--- src/rtl/tcmp_pkg.sv ---
package tcmp_pkg;

  typedef enum logic [1:0] {
    WV_NORMAL = 2'b00,
    WV_PHASE  = 2'b01,
    WV_CTC    = 2'b10,
    WV_FAST   = 2'b11
  } wave_e;

  typedef enum logic [1:0] {
    OM_OFF    = 2'b00,
    OM_TOGGLE = 2'b01,
    OM_CLEAR  = 2'b10,
    OM_SET    = 2'b11
  } omode_e;

  localparam logic [1:0] ADDR_CNT = 2'd0;
  localparam logic [1:0] ADDR_CMP = 2'd1;
  localparam logic [1:0] ADDR_FLG = 2'd2;

  // PWM modes carry bit 0 set
  function automatic logic is_pwm(wave_e w);
    return (w == WV_PHASE) || (w == WV_FAST);
  endfunction

  // non-PWM hit or forced compare
  function automatic logic pin_plain(omode_e m, logic cur);
    logic r;
    case (m)
      OM_TOGGLE: r = ~cur;
      OM_CLEAR:  r = 1'b0;
      OM_SET:    r = 1'b1;
      default:   r = cur;
    endcase
    return r;
  endfunction

  // PWM hit; rising says the count is going up
  function automatic logic pin_pwm_hit(omode_e m, logic rising, logic cur);
    logic r;
    case (m)
      OM_CLEAR: r = ~rising;
      OM_SET:   r = rising;
      default:  r = cur;
    endcase
    return r;
  endfunction

  // fast PWM wrap to zero
  function automatic logic pin_pwm_wrap(omode_e m, logic cur);
    logic r;
    case (m)
      OM_CLEAR: r = 1'b1;
      OM_SET:   r = 1'b0;
      default:  r = cur;
    endcase
    return r;
  endfunction

endpackage

--- src/rtl/tcmp_counter.sv ---
module tcmp_counter
  import tcmp_pkg::*;
#(
  parameter int W = 8
) (
  input  logic         clk,
  input  logic         rst_n,
  input  logic         tick,
  input  wave_e        wave,
  input  logic         wr_cnt,
  input  logic [W-1:0] wr_val,
  input  logic         ctc_clear,
  output logic [W-1:0] cnt,
  output logic         dir_up,
  output logic         top_evt,
  output logic         wrap_evt
);

  localparam logic [W-1:0] MAXV = {W{1'b1}};
  localparam logic [W-1:0] ONE  = {{(W-1){1'b0}}, 1'b1};

  function automatic logic [W-1:0] step_up(logic [W-1:0] v);
    return v + ONE;
  endfunction

  // returns {direction, next value}
  function automatic logic [W:0] step_phase(logic up, logic [W-1:0] v);
    logic [W:0] r;
    if (up) begin
      if (v == MAXV) r = {1'b0, MAXV - ONE};
      else           r = {1'b1, v + ONE};
    end else begin
      if (v == '0)   r = {1'b1, ONE};
      else           r = {1'b0, v - ONE};
    end
    return r;
  endfunction

  logic [W-1:0] cnt_n;
  logic         dir_n;
  logic [W:0]   ph;
  logic         adv;

  assign adv      = tick && !wr_cnt;
  assign ph       = step_phase(dir_up, cnt);
  assign top_evt  = adv && (wave == WV_PHASE) && dir_up && (cnt == MAXV);
  assign wrap_evt = adv && (wave == WV_FAST) && (cnt == MAXV);

  always_comb begin
    cnt_n = cnt;
    dir_n = (wave == WV_PHASE) ? dir_up : 1'b1;
    if (wr_cnt) begin
      cnt_n = wr_val;
    end else if (tick) begin
      unique case (wave)
        WV_NORMAL, WV_FAST: cnt_n = step_up(cnt);
        WV_CTC:             cnt_n = ctc_clear ? '0 : step_up(cnt);
        WV_PHASE: begin
          cnt_n = ph[W-1:0];
          dir_n = ph[W];
        end
      endcase
    end
  end

  always_ff @(posedge clk or negedge rst_n) begin
    if (!rst_n) begin
      cnt    <= '0;
      dir_up <= 1'b1;
    end else begin
      cnt    <= cnt_n;
      dir_up <= dir_n;
    end
  end

endmodule

--- src/rtl/tcmp_ocr.sv ---
module tcmp_ocr #(
  parameter int W = 8
) (
  input  logic         clk,
  input  logic         rst_n,
  input  logic         pwm,
  input  logic         wr_cmp,
  input  logic [W-1:0] wr_val,
  input  logic         load_evt,
  output logic [W-1:0] ocr_buf,
  output logic [W-1:0] ocr_act
);

  always_ff @(posedge clk or negedge rst_n) begin
    if (!rst_n) begin
      ocr_buf <= '0;
      ocr_act <= '0;
    end else begin
      if (wr_cmp) ocr_buf <= wr_val;
      if (load_evt)             ocr_act <= ocr_buf;
      else if (wr_cmp && !pwm)  ocr_act <= wr_val;
    end
  end

endmodule

--- src/rtl/tcmp_match.sv ---
module tcmp_match #(
  parameter int W = 8
) (
  input  logic         clk,
  input  logic         rst_n,
  input  logic         tick,
  input  logic         wr_cnt,
  input  logic [W-1:0] cnt,
  input  logic [W-1:0] ocr_act,
  output logic         match_evt
);

  logic blk_pend;

  function automatic logic equal_w(logic [W-1:0] a, logic [W-1:0] b);
    return a == b;
  endfunction

  assign match_evt = tick && !wr_cnt && !blk_pend && equal_w(cnt, ocr_act);

  always_ff @(posedge clk or negedge rst_n) begin
    if (!rst_n)       blk_pend <= 1'b0;
    else if (wr_cnt)  blk_pend <= 1'b1;
    else if (tick)    blk_pend <= 1'b0;
  end

endmodule

--- src/rtl/tcmp_wavegen.sv ---
module tcmp_wavegen
  import tcmp_pkg::*;
(
  input  logic   clk,
  input  logic   rst_n,
  input  wave_e  wave,
  input  omode_e omode,
  input  logic   match_evt,
  input  logic   force_req,
  input  logic   dir_up,
  input  logic   wrap_evt,
  output logic   pin
);

  logic pin_n;

  always_comb begin
    pin_n = pin;
    unique case (wave)
      WV_NORMAL, WV_CTC: begin
        if (match_evt || force_req) pin_n = pin_plain(omode, pin);
      end
      WV_FAST: begin
        if (wrap_evt)       pin_n = pin_pwm_wrap(omode, pin);
        else if (match_evt) pin_n = pin_pwm_hit(omode, 1'b1, pin);
      end
      WV_PHASE: begin
        if (match_evt) pin_n = pin_pwm_hit(omode, dir_up, pin);
      end
    endcase
  end

  always_ff @(posedge clk or negedge rst_n) begin
    if (!rst_n) pin <= 1'b0;
    else        pin <= pin_n;
  end

endmodule

--- src/rtl/tcmp_channel.sv ---
module tcmp_channel
  import tcmp_pkg::*;
#(
  parameter int W = 8
) (
  input  logic         clk,
  input  logic         rst_n,
  input  logic         tick,
  input  logic [1:0]   wave_sel,
  input  logic [1:0]   out_mode,
  input  logic         force_cmp,
  input  logic         wr_en,
  input  logic [1:0]   wr_addr,
  input  logic [W-1:0] wr_data,
  input  logic [1:0]   rd_addr,
  output logic [W-1:0] rd_data,
  output logic [W-1:0] cnt_q,
  output logic         cmp_flag,
  output logic         wave_out
);

  wave_e        wave;
  omode_e       omode;
  logic         pwm;
  logic         wr_cnt, wr_cmp, wr_flg;
  logic         match_evt, load_evt, top_evt, wrap_evt, dir_up;
  logic [W-1:0] ocr_buf, ocr_act;

  assign wave   = wave_e'(wave_sel);
  assign omode  = omode_e'(out_mode);
  assign pwm    = is_pwm(wave);
  assign wr_cnt = wr_en && (wr_addr == ADDR_CNT);
  assign wr_cmp = wr_en && (wr_addr == ADDR_CMP);
  assign wr_flg = wr_en && (wr_addr == ADDR_FLG);
  assign load_evt = top_evt || wrap_evt;

  tcmp_counter #(.W(W)) u_cnt (
    .clk       (clk),
    .rst_n     (rst_n),
    .tick      (tick),
    .wave      (wave),
    .wr_cnt    (wr_cnt),
    .wr_val    (wr_data),
    .ctc_clear (match_evt && (wave == WV_CTC)),
    .cnt       (cnt_q),
    .dir_up    (dir_up),
    .top_evt   (top_evt),
    .wrap_evt  (wrap_evt)
  );

  tcmp_ocr #(.W(W)) u_ocr (
    .clk      (clk),
    .rst_n    (rst_n),
    .pwm      (pwm),
    .wr_cmp   (wr_cmp),
    .wr_val   (wr_data),
    .load_evt (load_evt),
    .ocr_buf  (ocr_buf),
    .ocr_act  (ocr_act)
  );

  tcmp_match #(.W(W)) u_match (
    .clk       (clk),
    .rst_n     (rst_n),
    .tick      (tick),
    .wr_cnt    (wr_cnt),
    .cnt       (cnt_q),
    .ocr_act   (ocr_act),
    .match_evt (match_evt)
  );

  tcmp_wavegen u_wave (
    .clk       (clk),
    .rst_n     (rst_n),
    .wave      (wave),
    .omode     (omode),
    .match_evt (match_evt),
    .force_req (force_cmp && !pwm),
    .dir_up    (dir_up),
    .wrap_evt  (wrap_evt),
    .pin       (wave_out)
  );

  always_ff @(posedge clk or negedge rst_n) begin
    if (!rst_n)                       cmp_flag <= 1'b0;
    else if (match_evt)               cmp_flag <= 1'b1;
    else if (wr_flg && wr_data[0])    cmp_flag <= 1'b0;
  end

  always_comb begin
    case (rd_addr)
      ADDR_CNT: rd_data = cnt_q;
      ADDR_CMP: rd_data = ocr_buf;
      ADDR_FLG: rd_data = {{(W-1){1'b0}}, cmp_flag};
      default:  rd_data = '0;
    endcase
  end

endmodule

--- config.mk ---
export PLATFORM = sky130hd
export DESIGN_NAME = tcmp_channel
export DESIGN_NICKNAME = d
export VERILOG_FILES = /design/src/rtl/tcmp_pkg.sv /design/src/rtl/tcmp_counter.sv /design/src/rtl/tcmp_ocr.sv /design/src/rtl/tcmp_match.sv /design/src/rtl/tcmp_wavegen.sv /design/src/rtl/tcmp_channel.sv
export SDC_FILE = /design/constraint.sdc
export NUM_CORES = 1
export LEC_CHECK = 0
export ABC_AREA = 1
export BUFFER_PORTS_ARGS = -buffer_cell sky130_fd_sc_hd__buf_4
export CORE_MARGIN = 2
export CORE_UTILIZATION = 51
export CTS_CLUSTER_SIZE = 30
export DETAILED_ROUTE_END_ITERATION = 7
export PLACE_DENSITY = 0.86
export SLEW_MARGIN = 20
export SYNTH_ARGS = -nofsm -noshare
export SYNTH_HDL_FRONTEND = slang
export SYNTH_SLANG_ARGS = --single-unit
export TNS_END_PERCENT = 10
--- constraint.sdc ---
create_clock -name clk -period 1.56 [get_ports clk]
set_input_delay 0.078 -clock clk [delete_from_list [all_inputs] [get_ports clk]]
set_output_delay 0.078 -clock clk [all_outputs]
set_load 0.02 [all_outputs]
After elaboration in Yosys (flattened, before gate mapping)
Index checks and enable logic that the tools add are counted.

storage, ports and cells
  flip-flop bits (word level) = 28
  bits of input ports = 21
  output and inout port bits = 18
  word-level logic and storage cells = 87

cells by class
  add/subtract/negate cells = 2
  equality and inequality tests = 18
  mux-type cells = 27
  bitwise gates (word level) = 2
  reduce and logical (&&, ||, !) cells = 31

operator list
  operator                                               number
  case mux 8 bit (3 select lines)                        2
  2-to-1 mux 8 bit                                       5
  2-to-1 mux 9 bit                                       3
  logical AND 1 bit                                      15
  equality test 2 bit, second input constant             6
  2-to-1 mux 1 bit                                       12
  adder 8 x 1 -> 8 bit, second input constant            1
  equality test 2 x 1 -> 1 bit, second input constant    4
  equality test 8 bit                                    1
  equality test 8 bit, second input constant             1
  zero test 8 bit                                        1
  subtractor 8 x 1 -> 8 bit, second input constant       1
  zero test 2 bit                                        3
  inequality test 3 x 1 -> 1 bit, second input constant  2
  case mux 1 bit (2 select lines)                        3
  case mux 1 bit (3 select lines)                        2
  AND reduction 6 bit                                    1
  nonzero test 2 bit                                     3
  inequality test 4 x 2 -> 1 bit, second input constant  1
  OR reduction 2 bit                                     2
  zero test 1 bit                                        3
  logical OR 1 bit                                       3
  inequality test 3 bit, second input constant           1
  inequality test 2 x 1 -> 1 bit, second input constant  1
  2 further kinds                                        3

Logic depth before layout (Yosys ltp)
Gate-level depths: netlist of the first run.

  depth after elaboration = 11
  gate-level depth with buffers = 14
  gate-level depth less buffers = 13

Modules after synthesis
From an unflattened synthesis of the first run, not the netlist that was laid out.

second synthesis, totals
  cell total of the unflattened synthesis = 373
  area total of the unflattened synthesis = 2317.2 um^2

by module, submodules not included
  module        instances  cells each  area an instance (um^2)
  tcmp_counter  1          169         1028.5
  tcmp_ocr      1          96          764.5
  tcmp_channel  1          47          220.2
  tcmp_match    1          38          183.9
  tcmp_wavegen  1          23          120.1

Worst setup path before layout of the first run
Ideal clock, no wire load.

  kind = flip-flop to flip-flop
  start point = register u_cnt.cnt[0]
  end point = register u_ocr.ocr_act[2]
  setup time = 0.118 ns
  arrival = 1.585 ns
  required time = 1.442 ns
  setup slack = -0.143 ns
  cell stages (with the launch flop) = 11
  path buffers = 0
  cell sequence = dfrtp_1 ha_1 nand2_2 nor2_4 nand2_4 nor2_4 inv_2 nand2_4 nor2_4 a21oi_1 inv_1

on the way
  cells in the longest elaborated chain, start to end = 4
  elaborated cells between the ends (all ways) = 6
  classes of those cells = 1 x eq/ne; 1 x mux; 4 x reduce/logical

RTL lines
  what                                                           RTL line                                RTL
  start: declaration                                             tcmp_counter.sv:13                      output logic [W-1:0] cnt,
  start signal: assignment                                       tcmp_counter.sv:71                      cnt <= cnt_n;
  equality test 8 bit *                                          tcmp_counter.sv:46, tcmp_counter.sv:47
  logical AND 1 bit, on equally long branches                    tcmp_counter.sv:46, tcmp_counter.sv:47
  logical OR 1 bit *                                             tcmp_channel.sv:35                      assign load_evt = top_evt || wrap_evt;
  2-to-1 mux 8 bit / nonzero test 2 bit (equally long branches)  -
  end signal: assignment                                         tcmp_ocr.sv:20                          if (load_evt) ocr_act <= ocr_buf;
  end signal: assignment                                         tcmp_ocr.sv:21                          else if (wr_cmp && !pwm) ocr_act <= wr_val;
  end: declaration                                               tcmp_ocr.sv:11                          output logic [W-1:0] ocr_act

Every way passes the cells marked *; elsewhere a longest branch is shown, timed or not.
A chain may end at the register's enable or synchronous reset.

Final worst setup path of the first run
  start point = register u_cnt.cnt[0]
  end point = register u_cnt.cnt[4]

on the way
  cells in the longest elaborated chain, start to end = 7
  elaborated cells between the ends (all ways) = 14
  classes of those cells = 2 x add/sub; 2 x eq/ne; 7 x mux; 3 x reduce/logical

RTL lines
  what                                                               RTL line            RTL
  branches (longest 4 deep; another with subtractor 8 x 1 -> 8 bit)  -
  case mux 8 bit (3 select lines) *                                  tcmp_counter.sv:55  unique case (wave)
  2-to-1 mux 8 bit *                                                 tcmp_counter.sv:54  end else if (tick) begin
  2-to-1 mux 8 bit *                                                 tcmp_counter.sv:52  if (wr_cnt) begin

Mark *: on every way between the ends. The select of a mux whose other input is x is not followed.

==> results, run 1 <==
- The non-filler instance count after layout is 462.
- The via count of the first global-routing pass is 2302.
- The clock network accounts for 15.8% of the total power.
- For the pin with the worst max-slew slack, the measured transition is 360 ps.
- The setup TNS after final layout is -566 ps.
- The number of sinks handled by clock tree synthesis is 28.
- The via count normalized by instance count is 5.31.
- VDD sags by at most 547 uV.
- The via count of the routed design is 2452.
- Entering global routing, the biggest net connects 29 pins.
- Of the available clock period, the critical path in the final layout requires 105%.
- For this run, the register share of the synthesized area comes to 31.8%.
- In this run the worst hold path is classified as input port to flip-flop.
- The die covers 0.00486 mm^2.
- The synthesized netlist net count is 365.
- The count of buffers added on input and output ports is 38.
- The distinct cell type count after synthesis is 31.
- Sequential cells account for 39.1% of the total power.
- The CTS tree is built.
- Clock tree synthesis selected as its root buffer the cell sky130_fd_sc_hd__clkbuf_8.
- The post-route cell area is 0.00295 mm^2.
- The final critical delay including setup and external delays is 1630 ps.
- The number of primary I/O pins is 39.
- The area of the mapped netlist is 0.00220 mm^2.
- Setup repair after global routing could not meet its margin everywhere.
- The sum of overflow across all layers after global routing is 0.
- The count of pins over their slew limit is 0.
- The setup slack of the critical path after layout is -74.6 ps.
- The first global-routing pass estimated 10600 um of wire.
- The relative contribution of combinational cells to total power is 45.0%.
- The proportion of layout cells with a drive suffix above 1 is 31.1%.
- The maximum fanout along the worst path is 9.
- The floorplan has 23 rows.
- The effective utilization at floorplan is 53.9%.
- The initial antenna violation count is 0.
- The floorplan step set the die width to 69.7 um.
- The critical path is of the flip-flop to flip-flop type.
- The internal power consumption is 1.54 mW.
- The total clock buffers created by CTS is 3.
- The global routing usage summed across all routing layers is 26.9%.
- A synthesized cell averages 6.54 um^2.
- The total of max-cap violations is 0.
- The first detailed-routing pass took 5 iterations.
- The number of antenna cells inserted is 0.
- In the final routed layout, each cell accounts on average for 13.9 um.
- The sum of net half-perimeters after detailed placement is 4960 um.
- After clock tree synthesis, the clock-pin slew on the worst setup and hold paths is 100 ps.
- The final reports fail on negative setup slack.
- The run finished, with violations left.
- The leakage power summed over all cells is 1.61 nW.
- In the final layout, the multi-input gates occupy 0.00136 mm^2.
- Of the total power, the share spent switching nets is 40.5%.
- The remaining antenna violation count is 0.
- The final-layout fill cell count is 332.
- For this design the total switching power over the nets is 1.05 mW.
- The worst slew margin relative to its limit is 76.0%.
- The area of the core region is 0.00409 mm^2.
- STA classifies the critical path endpoint as a flip-flop.
- The hold violation total from the final report is 0.
- Counting flops and latches in the post-synthesis netlist gives 28.
- For the worst-skew pair, the clock arrives at the later sink with an insertion delay of 270 ps.
- The final count of negative-setup-slack endpoints is 15.
- The vertical die dimension is 69.7 um.
- The ratio of total power to cell area is 879 mW/mm^2.
- No sink is reached through more buffers than the 2 on the longest clock path.
- The cell count after placement is 454.
- The worst setup path is launched from a flip-flop.
- The combined flip-flop and latch cell area is 707 um^2.
- The maximum clock frequency is 612 MHz.
- The worst endpoint data arrival time is 1800 ps.
- After the last flow step, the layout net total stands at 441.
- The initial DRC count is 188.
- During synthesis, Yosys emitted a total of 0 warnings.
- In the routed design, unresolved DRC markers number 0.
- The synthesis-to-layout area growth is 33.7%.
- OpenSTA, run right after detailed placement, puts the worst setup slack at -75.1 ps.
- The last weighted congestion value of the routability-driven placer is 0.969.
- The routed design has 6420 um of wire.
- The depth of the CTS H-tree is 1.
- The post-place instance area is 0.00279 mm^2.
- Counting every instance in the synthesized netlist gives 337.
- The maximum clock skew at final layout is 4.80 ps.
- The critical path required time is 1720 ps.
==> logic make-up (layout without fill, tap and decap cells) <==
family / count (synthesis) / count (layout) / share of synthesized area (%)
flops: 28 / 28 / 31.8
buf+inv: 56 / 131 / 10.1
simple gates: 191 / 191 / 39.5
compound gates: 50 / 50 / 12.6
xor+xnor: 5 / 5 / 1.99
fa+ha+maj: 7 / 7 / 3.97
==> sequential cells by signal, summed over array words and instances (netlist names) <==
name and count:
u_cnt.dir_up 1, u_wave.pin 1, u_match.blk_pend 1, cmp_flag 1
u_cnt.cnt 8, u_ocr.ocr_act 8, u_ocr.ocr_buf 8
==> per-layer routing <==
metal / global-route usage, % / part of all wire [%]
met1: 36.8 / 44
met4: 7.26 / 1.5
met5: 0 / 0
met3: 2.62 / 5.9
met2: 45.7 / 49
==> path summary, 6_finish.rpt <==
path | startpoint | to | slack [ps] | depth (start not counted)
min in group asynchronous | rst_n | u_match.blk_pend | 250 | 2
worst max-delay path | u_cnt.cnt[0] | u_cnt.cnt[4] | -70 | 10
worst min register to register | u_match.blk_pend | u_match.blk_pend | 490 | 2
worst max register to register | u_cnt.cnt[0] | u_cnt.cnt[4] | -70 | 10
worst min-delay path | wr_data[3] | u_ocr.ocr_buf[3] | 30 | 3
max in group asynchronous | rst_n | u_cnt.dir_up | 1000 | 2
==> power groups by stage <==
stage / Sequential (mW) / Combinational [mW] / Clock [mW]
after global routing: 1.03 / 1.28 / 0.452
after detailed placement: 1.00 / 1.09 / 0
after floorplan: 1.04 / 0.578 / 0
final: 1.01 / 1.17 / 0.410
after CTS: 0.999 / 1.11 / 0.418
after global placement: 1.00 / 1.07 / 0
==> through the flow <==
step,power (mW),utilization [%],hold WS [ps]
after floorplan,1.62,-,-218
after global placement,2.07,68.3,17.3
after detailed placement,2.10,68.3,18.6
after CTS,2.53,70.2,25.2
after global routing,2.76,72.1,29.8
final,2.59,72.1,31.3
==> cell usage after synthesis <==
cell | count | area share (%)
sky130_fd_sc_hd__a21oi_2 | 1 | 0.40
sky130_fd_sc_hd__o211ai_1 | 2 | 0.68
sky130_fd_sc_hd__a22oi_1 | 5 | 1.7
sky130_fd_sc_hd__nor2_1 | 20 | 3.4
sky130_fd_sc_hd__o21ai_0 | 23 | 5.2
sky130_fd_sc_hd__inv_1 | 44 | 7.5
sky130_fd_sc_hd__a21oi_1 | 12 | 2.7
sky130_fd_sc_hd__dfrtp_1 | 27 | 31
sky130_fd_sc_hd__nor2_4 | 3 | 1.5
sky130_fd_sc_hd__nor4_1 | 1 | 0.28
sky130_fd_sc_hd__or2_2 | 3 | 0.85
sky130_fd_sc_hd__xor2_1 | 5 | 2.0
sky130_fd_sc_hd__inv_2 | 7 | 1.2
sky130_fd_sc_hd__nand2_2 | 6 | 1.7
sky130_fd_sc_hd__buf_2 | 1 | 0.23
sky130_fd_sc_hd__nand2_1 | 118 | 20
sky130_fd_sc_hd__o22ai_1 | 3 | 0.85
sky130_fd_sc_hd__o21ai_1 | 3 | 0.68
sky130_fd_sc_hd__nand3b_1 | 1 | 0.34
sky130_fd_sc_hd__o21a_1 | 1 | 0.34
sky130_fd_sc_hd__nand3_2 | 3 | 1.4
sky130_fd_sc_hd__nand2_4 | 2 | 1.0
sky130_fd_sc_hd__nand3_1 | 27 | 6.1
sky130_fd_sc_hd__nor3_2 | 1 | 0.45
sky130_fd_sc_hd__nor2_2 | 3 | 0.85
sky130_fd_sc_hd__ha_1 | 7 | 4.0
sky130_fd_sc_hd__buf_4 | 3 | 1.0
sky130_fd_sc_hd__dfstp_2 | 1 | 1.2
sky130_fd_sc_hd__nand4_1 | 2 | 0.57
sky130_fd_sc_hd__nor2_8 | 1 | 0.91
sky130_fd_sc_hd__clkbuf_1 | 1 | 0.17
==> final cells by class <==
type	count	area share, %
clock buffer	4	1.53
sequential	28	24.0
multi-input combinational	253	46.3
inverter	51	6.50
timing repair buffer	76	19.6
tap	50	2.12
==> critical path, cell delays in order (launching register included) <==
cell                      delay [ps]
sky130_fd_sc_hd__dfrtp_2         460
sky130_fd_sc_hd__inv_2           140
sky130_fd_sc_hd__ha_1            160
sky130_fd_sc_hd__nand2_1          60
sky130_fd_sc_hd__nor2_2          140
sky130_fd_sc_hd__a21oi_2          70
sky130_fd_sc_hd__buf_4           170
sky130_fd_sc_hd__nand2_1         100
sky130_fd_sc_hd__nand3_1          80
sky130_fd_sc_hd__nand3_1          80
sky130_fd_sc_hd__nand3_1          60
==> cells in the final DEF (no fill, tap or decap), types with 2 or more instances in the layout <==
cell	n
sky130_fd_sc_hd__a21oi_2	4
sky130_fd_sc_hd__a21oi_1	9
sky130_fd_sc_hd__buf_4	74
sky130_fd_sc_hd__nand2_1	117
sky130_fd_sc_hd__nor2_2	6
sky130_fd_sc_hd__xor2_1	5
sky130_fd_sc_hd__nor2_4	4
sky130_fd_sc_hd__inv_1	42
sky130_fd_sc_hd__inv_2	9
sky130_fd_sc_hd__o21ai_1	3
sky130_fd_sc_hd__o22ai_1	3
sky130_fd_sc_hd__dfrtp_2	4
sky130_fd_sc_hd__nand2_4	5
sky130_fd_sc_hd__or2_2	3
sky130_fd_sc_hd__o211ai_1	2
sky130_fd_sc_hd__nand3_1	27
sky130_fd_sc_hd__nand2_2	4
sky130_fd_sc_hd__nand3_2	2
sky130_fd_sc_hd__a22oi_2	4
sky130_fd_sc_hd__nand4_1	2
sky130_fd_sc_hd__nor2_1	16
sky130_fd_sc_hd__o21ai_0	23
sky130_fd_sc_hd__dfrtp_1	23
sky130_fd_sc_hd__clkbuf_8	3
sky130_fd_sc_hd__ha_1	6
==> timing repair <==
| action | CTS | global route |
|---|---|---|
| setup buffers | 0 | 3 |
| pin swaps | 2 | 10 |
| setup endpoints to repair | 15 | 18 |
| hold endpoints to repair | 27 | 0 |
| hold buffers | 1 | 0 |
| gates resized for setup | 7 | 15 |
Power figures use the tool's default switching activity.
==> run 2, diff against run 1 <==
- PLACE_DENSITY: 0.86 -> 0.77
==> results, run 2 (synthesis gave the netlist of run 1 again) <==
- The run finished, with violations left.
- The final reports fail on negative setup slack.
- The startpoint type of the worst setup path is a flip-flop.
- The worst pin sits at a relative slew slack of 74.3%.
- The clock drives 28 sinks.
- The last weighted congestion value of the routability-driven placer is 0.913.
- The sum of net half-perimeters after detailed placement is 4840 um.
- The launch instance of the worst min-delay path is wr_data[1].
- The clock network fraction of design power is 16.2%.
- Dividing the detail-routed wire length by the instance count gives 14.0 um.
- The via count of the routed design is 2437.
- The setup slack of the critical path after layout is -70.0 ps.
- The initial DRC count is 256.
- For the worst setup path, the data required time is 1740 ps.
- Setup violations remaining at the end of the flow were counted as 14.
- The via count of the first global-routing pass is 2279.
- After filler insertion, the fill cell instance count of the layout stands at 358.
- For the pin with the worst max-slew slack, the measured transition is 385 ps.
- The worst register-to-register path ends at u_ocr.ocr_act[3].
- Measured in cells, the most critical reg-to-reg path has a length of 10.
- The number of stages on the worst hold path is 3.
- The tightest hold margin is 22.0 ps.
- The worst flop-to-flop path startpoint is u_cnt.cnt[1].
- The share of total power dissipated in combinational logic is 45.2%.
- Registers are responsible for 38.6% of the overall power.
- The end of the worst hold path is u_ocr.ocr_buf[1].
- The multi-input combinational cell area is 0.00137 mm^2.
- The die area is 0.00486 mm^2.
- The initial antenna violation count is 0.
- The width of the die is 69.7 um.
- The number of antenna cells inserted is 0.
- In this run the standard cell core region covers 0.00409 mm^2.
- At the worst endpoint, the arrival time is 1810 ps.
- Summed over all layers, the global routing overflow is 0.
- The effective utilization at floorplan is 53.9%.
- The non-filler instance count after layout is 458.
- Walking the worst path, the cells encountered are ha_4 > nand2_4 > nor2_4 > nand2_4 > nor2_4 > nand3_2 > nand2_4 > nor2_4 > a21oi_1 > inv_1.
- The combined flip-flop and latch cell area is 708 um^2.
- The most frequent standard cell in the layout excluding fill and tap cells is sky130_fd_sc_hd__nand2_1.
- Clock-pin slew was measured on the worst setup and hold paths at 100 ps.
- The timing startpoint of the critical path is u_cnt.cnt[1].
- At the placement stage, the worst setup path has a slack of -67.6 ps.
- The net count of the finished layout is 437.
- After detailed routing, the total wire length is 6400 um.
- Max-cap violations in this run came to 0.
- No sink is reached through more buffers than the 2 on the longest clock path.
- CTS built an H-tree with a depth of 1.
- After detailed routing, the number of remaining DRC violations is 0.
- For this design the static power due to leakage is 1.58 nW.
- The global routing usage summed across all routing layers is 27.0%.
- The worst setup path is captured at a flip-flop.
- Once placement completed, the tool counted placed cells totaling 450.
- The total buffers and inverters traversed by the critical path is 1.
- In this run the core area contains 23 standard-cell rows.
- The worst IR drop on VDD is 683 uV.
- Static timing analysis puts the maximum clock frequency at 613 MHz.
- Dividing total power by cell area gives a power density of 894 mW/mm^2.
- The source-to-sink clock delay at the later pin of the worst-skew pair is 280 ps.
- In this run the remaining antenna-violating nets after routing total 0.
- The synthesis-to-layout area growth is 33.0%.
- During placement, the flow inserted port buffers numbering 38.
- The path category of the worst min-delay check is input port to flip-flop.
- The vertical die dimension is 69.7 um.
- TritonCTS built the clock tree.
- On the final layout, the worst clock skew is 1.43 ps.
- The net switching power is 1.07 mW.
- The final critical delay including setup and external delays is 1630 ps.
- The number of clock buffers added by TritonCTS is 3.
- The dominant delay contributor by cell family on the critical path is simple AND/OR/NAND/NOR gates.
- The count of pins over their slew limit is 0.
- Setup repair after global routing could not meet its margin everywhere.
- The final worst-path cycle share is 104%.
- The largest registers in the layout are u_cnt.cnt x8, u_ocr.ocr_act x8, u_ocr.ocr_buf x8.
- The peak per-stage delay on the critical path is 440 ps.
- In the layout the commonest cells are 116 x sky130_fd_sc_hd__nand2_1, 68 x sky130_fd_sc_hd__buf_4, 42 x sky130_fd_sc_hd__inv_1, 26 x sky130_fd_sc_hd__nand3_1, 23 x sky130_fd_sc_hd__o21ai_0.
- The via count normalized by instance count is 5.32.
- The clock root buffer is sky130_fd_sc_hd__clkbuf_8.
- The critical path runs through a total of 10 cells.
- 39 I/O pins were placed.
- The worst setup path category is flip-flop to flip-flop.
- For this design, the slowest cell found on the critical path is sky130_fd_sc_hd__dfrtp_2.
- The hold violation total from the final report is 0.
- The global-route wire length before repair is 10600 um.
- The number of optimization iterations in the first detailed-route pass is 5.
- The post-route netlist has 30.6% of its cells at a drive strength greater than 1.
- In this run the register-to-register setup slack is -70 ps.
- Entering global routing, the biggest net connects 29 pins.
- The internal power of the cells totals 1.55 mW.
- Net switching is 40.8% of the power.
- The maximum fanout along the worst path is 8.
-- run 2: changes by cell type in the layout (fill, tap and decap cells not counted), moves of 2 or more --
cell                      previous run  this run
sky130_fd_sc_hd__a21oi_2             4         2
sky130_fd_sc_hd__a22oi_2             4         0
sky130_fd_sc_hd__buf_6               1         3
sky130_fd_sc_hd__a22oi_1             1         5
sky130_fd_sc_hd__buf_4              74        68
sky130_fd_sc_hd__nor2_1             16        14
-- run 2: worst max path at each step --
stage                  endpoint  slack [ps]
3_5_place_dp   u_ocr.ocr_act[3]         -70
3_3_place_gp       u_cnt.cnt[6]         -60
2_1_floorplan  u_ocr.ocr_act[2]         -20
4_1_cts            u_cnt.cnt[6]         -30
5_1_grt            u_cnt.cnt[0]        -170
6_report       u_ocr.ocr_act[3]         -70
-- run 2: layout make-up --
type / count / share of cell area (%)
Multi-Input combinational cell: 253 / 46.6
Timing Repair Buffer: 72 / 18.9
Clock buffer: 4 / 1.54
Sequential cell: 28 / 24.2
Inverter: 51 / 6.62
Tap cell: 50 / 2.13
-- run 2: power by group through the flow --
stage	Sequential [mW]	Clock [mW]	Combinational [mW]
3_5_place_dp	1.01	0	1.10
4_1_cts	1.00	0.423	1.13
6_report	1.01	0.425	1.18
3_3_place_gp	1.00	0	1.07
2_1_floorplan	1.04	0	0.578
5_1_grt	1.03	0.465	1.30
-- run 2: through the flow --
| stage | TNS, ps | util [%] | power [mW] | area [um^2] |
|---|---|---|---|---|
| 5_1_grt | -2110 | 71.7 | 2.80 | 2930 |
| 4_1_cts | -138 | 70.6 | 2.55 | 2890 |
| 6_report | -386 | 71.7 | 2.62 | 2930 |
| 3_5_place_dp | -409 | 67.6 | 2.11 | 2760 |
| 3_3_place_gp | -185 | 67.6 | 2.07 | 2760 |
| 2_1_floorplan | -78.0 | - | 1.62 | 2220 |
-- run 2: worst reg2reg max path, stage by stage (launching register included) --
cell and delay [ps]:
sky130_fd_sc_hd__dfrtp_2 440, sky130_fd_sc_hd__ha_4 160, sky130_fd_sc_hd__nand2_4 60, sky130_fd_sc_hd__nor2_4 160
sky130_fd_sc_hd__nand2_4 110, sky130_fd_sc_hd__nor2_4 100, sky130_fd_sc_hd__nand3_2 100, sky130_fd_sc_hd__nand2_4 150
sky130_fd_sc_hd__nor2_4 80, sky130_fd_sc_hd__a21oi_1 130, sky130_fd_sc_hd__inv_1 50
-- run 2: layer usage --
layer	track usage, %	vias to the layer above	share of wire (%)
met1	36.5	1100	43
met5	0	-	0
met4	7.48	0	2.4
met3	2.76	16	6.9
met2	45.9	114	48
li1	-	1207	-
-- run 2: repair_timing --
| item | in CTS | in global routing |
|---|---|---|
| pin swaps | 10 | 8 |
| hold endpoints to repair | 27 | 0 |
| gates resized for setup | 14 | 14 |
| hold buffers | 1 | 0 |
| setup buffers | 2 | 1 |
| endpoints found under the setup margin | 15 | 18 |
==> run 3, diff against run 2 <==
- REMOVE_ABC_BUFFERS: default -> 1
- clock period: 1.56 -> 1.4 ns (I/O delays scaled with it)
==> results, run 3 (synthesis gave the netlist of run 1 again) <==
- The startpoint type of the worst setup path is a flip-flop.
- The setup slack of the critical path after layout is -221 ps.
- Port buffering added 38 buffers.
- Setup repair after global routing could not meet its margin everywhere.
- The number of primary I/O pins is 39.
- Entering global routing, the biggest net connects 29 pins.
- Summed over all nets, the half-perimeter wirelength after detailed placement is 4790 um.
- Dividing total power by cell area gives a power density of 983 mW/mm^2.
- The count of pins over their slew limit came to 0.
- The final core utilization is 75.9%.
- The first TritonRoute pass finished after 4 iterations.
- The via count of the first global-routing pass is 2171.
- The last weighted congestion value of the routability-driven placer is 0.915.
- The worst endpoint data arrival time is 1810 ps.
- The critical path in this run is classified as flip-flop to flip-flop.
- The remaining antenna violation count is 0.
- The via count normalized by instance count is 4.97.
- Clock tree synthesis inserted a total of 3 buffers.
- The worst setup path is captured at a flip-flop.
- The hold violation total from the final report came to 0.
- The number of antenna cells inserted is 0.
- The effective utilization at floorplan is 53.9%.
- The final-layout fill cell count is 315.
- Together, buffers and inverters on the worst path number 1.
- The most frequent standard cell in the layout excluding fill and tap cells is sky130_fd_sc_hd__nand2_1.
- The setup slack after placement is -258 ps.
- The smallest clock period supported by the final layout is computed as 1620 ps.
- In this run the cell area measured after placement is 0.00291 mm^2.
- The analysis attributes to cell leakage a power of 1.69 nW.
- In the finished design, the share of the clock period the worst path needs comes to 116%.
- For this run, the top clock speed supported by timing is 617 MHz.
- The depth of the CTS H-tree is 1.
- In this design, the largest share of critical-path delay is due to simple AND/OR/NAND/NOR gates.
- The initial DRC count is 126.
- The synthesis-to-layout area growth is 40.6%.
- After clock tree synthesis, the clock-pin slew on the worst setup and hold paths is 100 ps.
- The maximum clock skew at final layout is 3.51 ps.
- The clock net in this run drives a total of 28 sinks.
- In the layout the commonest cells are 117 x sky130_fd_sc_hd__nand2_1, 90 x sky130_fd_sc_hd__buf_4, 43 x sky130_fd_sc_hd__inv_1, 27 x sky130_fd_sc_hd__nand3_1, 23 x sky130_fd_sc_hd__dfrtp_1.
- Global routing finished with a remaining overflow of 0.
- Across the run, the number of max-cap violations was 0.
- Measured along the y axis, the die boundary spans 69.7 um.
- The transition time at the pin with the least slew margin is 379 ps.
- The checks that failed: negative setup slack.
- The final count of negative-setup-slack endpoints is 17.
- The final net count is 459.
- The tree is rooted in a sky130_fd_sc_hd__clkbuf_8.
- For this run, the total global-route usage over all layers was measured as 26.2%.
- The width of the die is 69.7 um.
- The maximum fanout along the worst path is 8.
- The worst slew margin relative to its limit is 74.7%.
- In this run the core area contains 23 standard-cell rows.
- After floorplanning, the core was sized to cover 0.00409 mm^2.
- The longest clock path from root to sink contains 2 buffers.
- After routing the design area is 0.00310 mm^2.
- The clock reaches the later pin of the worst-skew pair after 280 ps.
- In the routed design, unresolved DRC markers number 0.
- The first global-routing pass estimated 10400 um of wire.
- In this design, the stage delay of the slowest critical-path cell is 450 ps.
- The launch instance of the worst min-delay path is wr_data[4].
- The initial antenna violation count is 0.
- The worst IR drop on VDD is 729 uV.
- The min-delay analysis places its worst path in the category input port to flip-flop.
- Walking the worst path, the cells encountered are ha_4 > nand2_4 > nor2_4 > nand2_4 > nor2_4 > nand3_2 > nand2_4 > nor2_4 > a21oi_2 > inv_1.
- Setup total negative slack on the finished layout was measured at -2920 ps.
- In this run the critical register-to-register path is launched from u_cnt.cnt[0].
- On the critical path, the stage with the largest delay is an instance of sky130_fd_sc_hd__dfrtp_2.
- The floorplan step defined a die boundary enclosing 0.00486 mm^2.
- The wire length per cell is 13.0 um.
- TritonCTS built the clock tree.
- The proportion of layout cells with a drive suffix above 1 is 34.0%.
- Tracing the worst setup path back leads to its startpoint at u_cnt.cnt[0].
- The flow ran to the end, but the final reports show violations.
- The detailed router placed 2386 vias in this run.
- The post-detailed-routing wire length is 6250 um.
- The overall power consumption is 3.05 mW.
- The largest registers in the layout are u_cnt.cnt x8, u_ocr.ocr_act x8, u_ocr.ocr_buf x8.
- The critical path required time is 1590 ps.
==> run 3: changes by cell type in the layout (fill, tap and decap cells not counted), sizes merged <==
cell  before  now
buf       71   93
==> run 3: metal layers <==
metal  part of all wire, %  vias up  GRT usage [%]
li1                      -     1248              -
met1                    47     1080           39.2
met2                    47       52           41.5
met3                   4.7        6           2.18
met4                   1.2        0           5.98
met5                     0        -              0
==> run 3: cell type report <==
cell class | count | area, um^2 | share of cell area, %
inverters | 51 | 196 | 6.34
repair buffers | 94 | 719 | 23.2
flip-flops and latches | 28 | 707 | 22.8
clock buffers | 4 | 45.0 | 1.45
well taps | 50 | 62.6 | 2.02
multi-input cells | 253 | 1370 | 44.2
==> run 3: worst paths after layout <==
check	slack, ps	endpoint	depth (start not counted)
hold / removal	5	u_ocr.ocr_buf[4]	3
max in group asynchronous	830	u_cnt.dir_up	2
hold reg to reg	490	u_match.blk_pend	2
setup / recovery	-220	u_ocr.ocr_act[3]	10
min in group asynchronous	250	u_ocr.ocr_act[5]	2
setup reg to reg	-220	u_ocr.ocr_act[3]	10
==> run 3: power breakdown <==
group          internal, mW  switching [mW]
registers             0.957           0.171
clock network         0.205           0.276
logic                 0.669           0.769
==> run 3: stage by stage <==
step,std cells,hold slack [ps]
after floorplan,332,-226
after global placement,472,18.3
after detailed placement,472,17.0
after CTS,477,4.69
after global routing,480,10.6
final,480,5.33
==> run 3: worst register-to-register path, delay by kind of cell, from the launching register on <==
family          cells  cell delay (ps)
buf+inv             1               40
fa+ha+maj           1              170
flops               1              450
simple gates        7              720
compound gates      1              150
==> run 3: timing repair <==
item,CTS,global route
cloned,0,0
pin swaps,3,12
endpoints found under the hold margin,27,0
setup endpoints to repair,20,25
setup buffers,0,3
hold buffers,1,0
resized for setup,5,31
